===== src/rtl/lpc_pkg.sv =====
package lpc_pkg;
  typedef enum logic [2:0] {
    ST_ACT  = 3'd0,
    ST_SREF = 3'd1,
    ST_PDN  = 3'd2,
    ST_DPD  = 3'd3,
    ST_WAKE = 3'd4
  } lpc_state_e;

  typedef enum logic [2:0] {
    CMD_NONE = 3'd0,
    CMD_SREF = 3'd1,
    CMD_PDN  = 3'd2,
    CMD_DPD  = 3'd3,
    CMD_EXIT = 3'd4
  } lpc_cmd_e;

  localparam logic [1:0] LPM_OFF  = 2'd0;
  localparam logic [1:0] LPM_SREF = 2'd1;
  localparam logic [1:0] LPM_PDN  = 2'd2;
  localparam logic [1:0] LPM_DPD  = 2'd3;
endpackage


===== src/rtl/lpc_idle_timer.sv =====
module lpc_idle_timer #(
  parameter int SHORT_CYC = 64,
  parameter int LONG_CYC  = 128
) (
  input  logic       clk,
  input  logic       rst,
  input  logic       run,
  input  logic       idle,
  input  logic [1:0] sel,
  output logic       hit
);
  localparam int CW = $clog2(LONG_CYC + 1);

  logic [CW-1:0] cnt;
  logic [CW-1:0] limit;

  always_comb begin
    case (sel)
      2'd0:    limit = '0;
      2'd1:    limit = CW'(SHORT_CYC);
      default: limit = CW'(LONG_CYC);
    endcase
  end

  always_ff @(posedge clk) begin
    if (rst || !run || !idle) cnt <= '0;
    else if (cnt < CW'(LONG_CYC)) cnt <= cnt + 1'b1;
  end

  assign hit = run && idle && (cnt >= limit);

  // activity restarts the idle count
  a_r1_count_restarts: assert property (@(posedge clk) disable iff (rst)
    !idle |=> (cnt == '0));
endmodule


===== src/rtl/lpc_wake_timer.sv =====
module lpc_wake_timer #(
  parameter int W = 4
) (
  input  logic         clk,
  input  logic         rst,
  input  logic         load,
  input  logic [W-1:0] val,
  output logic         done
);
  logic [W-1:0] cnt;

  always_ff @(posedge clk) begin
    if (rst) cnt <= '0;
    else if (load) cnt <= val;
    else if (cnt != '0) cnt <= cnt - 1'b1;
  end

  assign done = (cnt == '0);

  // the wake countdown only moves downward unless reloaded
  a_r6_countdown_monotonic: assert property (@(posedge clk) disable iff (rst)
    (!load && cnt != '0) |=> (cnt < $past(cnt)));
endmodule


===== src/rtl/sdram_lp_ctrl.sv =====
module sdram_lp_ctrl
  import lpc_pkg::*;
#(
  parameter int IDLE_SHORT  = 64,
  parameter int IDLE_LONG   = 128,
  parameter int XSR_W       = 4,
  parameter int PD_EXIT_CYC = 1
) (
  input  logic             clk,
  input  logic             rst,
  input  logic [1:0]       lp_mode,
  input  logic [1:0]       idle_sel,
  input  logic             lpsdram_en,
  input  logic [XSR_W-1:0] exit_dly,
  input  logic             acc_req,
  input  logic             xfer_busy,
  input  logic             reinit,
  output logic             sd_cke,
  output logic             sd_clk_en,
  output logic [2:0]       lp_cmd,
  output logic             acc_wait
);
  localparam int PDW = $clog2(PD_EXIT_CYC + 1);
  localparam int WW  = (PDW > XSR_W) ? PDW : XSR_W;

  lpc_state_e    state, state_n;
  lpc_cmd_e      cmd_q, cmd_n;
  logic          idle, idle_hit, wake_load, wake_done;
  logic [WW-1:0] wake_val;

  assign idle = !acc_req && !xfer_busy;

  lpc_idle_timer #(.SHORT_CYC(IDLE_SHORT), .LONG_CYC(IDLE_LONG)) u_idle (
    .clk (clk),
    .rst (rst),
    .run (state == ST_ACT),
    .idle(idle),
    .sel (idle_sel),
    .hit (idle_hit)
  );

  lpc_wake_timer #(.W(WW)) u_wake (
    .clk (clk),
    .rst (rst),
    .load(wake_load),
    .val (wake_val),
    .done(wake_done)
  );

  always_comb begin
    state_n   = state;
    cmd_n     = CMD_NONE;
    wake_load = 1'b0;
    wake_val  = '0;
    case (state)
      ST_ACT: begin
        if (idle_hit) begin
          case (lp_mode)
            LPM_SREF: begin state_n = ST_SREF; cmd_n = CMD_SREF; end
            LPM_PDN:  begin state_n = ST_PDN;  cmd_n = CMD_PDN;  end
            LPM_DPD: begin
              if (lpsdram_en) begin state_n = ST_DPD; cmd_n = CMD_DPD; end
            end
            default: ;
          endcase
        end
      end
      ST_SREF: begin
        if (acc_req) begin
          state_n = ST_WAKE; cmd_n = CMD_EXIT;
          wake_load = 1'b1; wake_val = WW'(exit_dly);
        end
      end
      ST_PDN: begin
        if (acc_req) begin
          state_n = ST_WAKE; cmd_n = CMD_EXIT;
          wake_load = 1'b1; wake_val = WW'(PD_EXIT_CYC);
        end
      end
      ST_DPD: begin
        if (reinit && lp_mode != LPM_DPD) begin
          state_n = ST_ACT; cmd_n = CMD_EXIT;
        end
      end
      ST_WAKE: begin
        if (wake_done) state_n = ST_ACT;
      end
      default: state_n = ST_ACT;
    endcase
  end

  always_ff @(posedge clk) begin
    if (rst) begin
      state <= ST_ACT;
      cmd_q <= CMD_NONE;
    end else begin
      state <= state_n;
      cmd_q <= cmd_n;
    end
  end

  assign sd_cke    = (state == ST_ACT) || (state == ST_WAKE);
  assign sd_clk_en = (state != ST_SREF) && (state != ST_DPD);
  assign lp_cmd    = cmd_q;
  assign acc_wait  = acc_req && (state != ST_ACT);

  // sleep entry only follows an idle cycle
  a_r1_entry_after_idle: assert property (@(posedge clk) disable iff (rst)
    (cmd_q == CMD_SREF || cmd_q == CMD_PDN) |-> $past(!acc_req && !xfer_busy));
  // mode off never produces an entry command
  a_r3_off_no_entry: assert property (@(posedge clk) disable iff (rst)
    ($past(lp_mode) == LPM_OFF) |-> !(cmd_q inside {CMD_SREF, CMD_PDN, CMD_DPD}));
  // a gated SDRAM clock always comes with CKE low
  a_r4_gate_implies_cke_low: assert property (@(posedge clk) disable iff (rst)
    !sd_clk_en |-> !sd_cke);
  // CKE returns high only together with an exit command
  a_r6_cke_rise_with_exit: assert property (@(posedge clk) disable iff (rst)
    $rose(sd_cke) |-> (cmd_q == CMD_EXIT));
  // deep power-down needs a low-power device
  a_r7_deep_needs_lp: assert property (@(posedge clk) disable iff (rst)
    (cmd_q == CMD_DPD) |-> $past(lpsdram_en));
  // deep power-down holds without a reinit strobe
  a_r8_deep_sticky: assert property (@(posedge clk) disable iff (rst)
    (state == ST_DPD && !reinit) |=> (state == ST_DPD));
endmodule


===== config.mk =====
export PLATFORM = sky130hd
export DESIGN_NAME = sdram_lp_ctrl
export DESIGN_NICKNAME = d
export VERILOG_FILES = /design/src/rtl/lpc_pkg.sv /design/src/rtl/lpc_idle_timer.sv /design/src/rtl/lpc_wake_timer.sv /design/src/rtl/sdram_lp_ctrl.sv
export SDC_FILE = /design/constraint.sdc
export NUM_CORES = 1
export LEC_CHECK = 0
export BUFFER_PORTS_ARGS = -buffer_cell sky130_fd_sc_hd__buf_2
export CAP_MARGIN = 20
export CORE_MARGIN = 4
export CORE_UTILIZATION = 53
export DETAILED_ROUTE_END_ITERATION = 8
export GPL_TIMING_DRIVEN = 0
export PLACE_DENSITY = 0.81
export SETUP_SLACK_MARGIN = 0.2
export SLEW_MARGIN = 25
export SYNTH_ARGS = -nofsm -noshare
export SYNTH_HDL_FRONTEND = slang
export SYNTH_SLANG_ARGS = --single-unit

===== constraint.sdc =====
create_clock -name clk -period 1.9 [get_ports clk]
set_input_delay 0.19 -clock clk [delete_from_list [all_inputs] [get_ports clk]]
set_output_delay 0.19 -clock clk [all_outputs]
set_load 0.005 [all_outputs]

==> summary.txt <==
STA
  • Worst Skew: 0.0009985 ns
  • Pins Over Slew Limit: 0
  • Fin crit period: 1.645 ns
  • Fin crit share: 86.56%
  • F_max: 608.0 MHz
  • Setup TNS: 0 ns
  • Final hold vios: 0
  • RSZ-0062 raised after global routing: yes
  • Final setup vio count: 0
  • Relative slew slack: 71.30%
  • Worst-margin pin slew: 0.4305 ns

Final layout
  • Fin cells: 159
  • Final net count: 154
  • Fraction of layout cells with a size suffix above 1: 28.36%
  • FILL cells: 160
  • Antenna diodes: 0
  • P&R area growth vs syn: 19.87%

Worst setup path
  • CP cell instances: inv_1, ha_1, and4b_1, a221oi_4, nor3_1, mux2_2
  • Crit start category: flop
  • Crit. End Element: flop
  • Crit path kind: reg2reg
  • Reg2reg start: u_idle.cnt[6]
  • Worst r2r dst: state[0]
  • Worst Path Max Fanout: 3
  • Flop-to-flop setup slack: 0.26 ns
  • WP data arrival: 1.83 ns
  • Critical path's largest stage delay: 0.34 ns
  • WP data required: 2.09 ns
  • Cells on worst reg2reg path: 6
  • Crit-path slowest cell: dfxtp_2

Place
  • Routability cong.: 0.7993
  • Input/output buffers: 18
  • Cells after DPL: 155
  • Final HPWL DP: 1471 um

Clock network
  • Clock Latency Late Sink: 0.29 ns
  • Post-CTS Repair Setup Buffers: 0
  • CTS Hold Bufs: 0
  • Clock Pin Slew Worst Setup and Hold Paths: 0.10 ns
  • CTS tree: yes
  • CTS buffer count: 3
  • Root buffer selected by CTS: clkbuf_4
  • CTS H-tree depth: 1
  • CTS sink count: 18
  • Clock buffer depth: 2

Power
  • Clock power share: 22.1%
  • Sw Ratio: 31.58%
  • Net load switching power: 330.4 uW
  • PwrDens: 871.8 mW/mm^2
  • Leak Pwr: 0.0005098 uW
  • Comb pwr share: 34.5%
  • Part of the power in registers: 43.4%
  • Worst vdd ir: 0.0006655 V
  • P_int: 715.7 uW

Hold path
  • Hold_sp: lp_mode[0]
  • Hold Path Stages: 2
  • Hold Crit Endpoint: lp_cmd[0]
  • Hold Crit Class: in2reg

Outcome
  • Outcome: finished, final reports clean

Detailed routing
  • Detail-routed via count per cell: 5.415
  • DRC: 0
  • Metal2 WL: 997 um
  • Routed Antenna Nets: 0
  • DR top layer: met4
  • Routed WL per cell: 12.27 um
  • Drt first pass iters: 4
  • Initial DRC count: 11
  • Via Count: 861
  • Routed wire length: 1951 um
  • WL met3: 71 um
  • Wl on met1: 853 um

Global routing
  • Initial antenna violation count: 0
  • Number of global-route vias before repair: 836
  • Largest net degree at the start of global routing: 11
  • GR Util All Layers: 16.48%
  • First-pass GRT wire length: 3353 um
  • Grt total ovfl: 0

Synthesis
  • Cell area after technology mapping: 0.001001 sq mm
  • Cells after synthesis: 112
  • Yosys cell types: 35
  • FF+latch count, synth: 18
  • Post-synth top flop: dfxtp_1
  • EDFF count, synth: 0
  • Post-Synthesis Net Count: 131
  • Sequential element share of the synthesized area: 36.00%
  • Synth Warn #: 0
  • Post-synth top area cell: dfxtp_1
  • Most area-consuming cells after synthesis: dfxtp_1 36%, ha_1 6.3%, nor2_1 4.5%
  • Mapped Avg Cell Area: 8.937 sq um
  • Top-count cell post-synth: dfxtp_1
  • Top-area cell type share of the netlist area: 36.00%
  • Asr flop ratio synth: 0%
  • Top post-synthesis cells by count: 18 x dfxtp_1, 12 x nor2_1, 7 x inv_1, 7 x nor3_1, 6 x nor2b_1

Floorplan
  • FP Rows: 15
  • Die Y: 51.46 um
  • Core ar.: 0.001764 sq mm
  • IO Count: 20
  • Die area: 0.002648 sq mm
  • Die X: 51.46 um
  • Starting Density: 56.74%

Flow run
  • Number of max-cap violations: 0
worst max path at each step:
stage | slack (ns) | start | depth (start not counted) | end
finish | 0.26 | u_idle.cnt[6] | 6 | state[0]
global route | 0.18 | u_idle.cnt[6] | 6 | state[0]
CTS | 0.23 | u_idle.cnt[7] | 5 | state[0]
detailed placement | 0.05 | u_idle.cnt[7] | 5 | state[0]
global placement | 0.12 | u_idle.cnt[7] | 5 | state[0]
floorplan | 0.25 | u_idle.cnt[7] | 5 | state[1]
cell type report:
type,count,area (sq um),share of cell area (%)
well taps,25,31.28,2.607
flip-flops and latches,18,365.4,30.45
multi-input cells,81,616.8,51.41
clock buffers,4,36.28,3.024
inverters,7,26.28,2.190
plain buffers,6,33.78,2.815
repair buffers,18,90.09,7.508
placed cells by master (no fill, tap or decap), drive strengths merged, types with 5 or more instances in the layout:
| master | count |
|---|---|
| buf | 22 |
| dfxtp | 18 |
| nor2 | 12 |
| inv | 7 |
| nor3 | 7 |
| nor2b | 7 |
| clkbuf | 6 |
| xnor2 | 5 |
| nand3 | 5 |
| xor2 | 5 |
| ha | 5 |
stage by stage:
step	cell area [sq um]	setup slack [ns]	utilization (%)	power, uW	hold WS (ns)
after floorplan	1001	0.2452	-	746.3	0.3359
after CTS	1166	0.2304	66.10	1057	0.1577
after global placement	1122	0.1228	63.62	802.1	0.4750
final	1200	0.2554	68.01	1046	0.1701
after detailed placement	1122	0.05135	63.62	818.4	0.4743
after global routing	1200	0.1777	68.01	1120	0.1646
logic make-up after synthesis:
group                      count (synthesis)  share of synthesized area (%)
adders and majority gates                  5                          6.250
DFF                                       18                          36.00
xor gates and xnor gates                  10                          8.750
buffers and inverters                     13                          5.875
AOI/OAI and AO/OA                         13                          10.25
muxes                                      5                          5.375
and+or+nand+nor                           48                          27.50
layer usage:
| layer | vias up | global-route usage [%] |
|---|---|---|
| met4 | 0 | 8.734 |
| met2 | 23 | 28.81 |
| li1 | 432 | - |
| met3 | 4 | 2.915 |
| met5 | - | 0 |
| met1 | 402 | 18.82 |
flip-flops by register name, indices dropped and copies added, names as in the netlist:
name and count:
lp_cmd 3, state 3, u_wake.cnt 4, u_idle.cnt 8
critical path, delay by kind of cell (launching register included):
kind                     cells  cell delay, ns
flip-flops                   1            0.34
adder cells (fa/ha/maj)      1            0.28
buffers and inverters        1            0.06
multiplexers                 1            0.26
AO/OA/AOI/OAI                1            0.28
AND/OR/NAND/NOR              2            0.33
what timing repair did:
| item | in CTS | in global routing |
|---|---|---|
| gates resized for setup | 2 | 7 |
| pin swaps | 0 | 2 |
| setup endpoints to repair | 4 | 3 |
power by group through the flow:
stage	Combinational, uW	Clock [uW]	Sequential (uW)
after floorplan	289	0	457
after global placement	339	0	463
after detailed placement	354	0	464
after CTS	359	242	455
after global routing	403	257	460
final	361	232	454
Power figures use the tool's default switching activity.
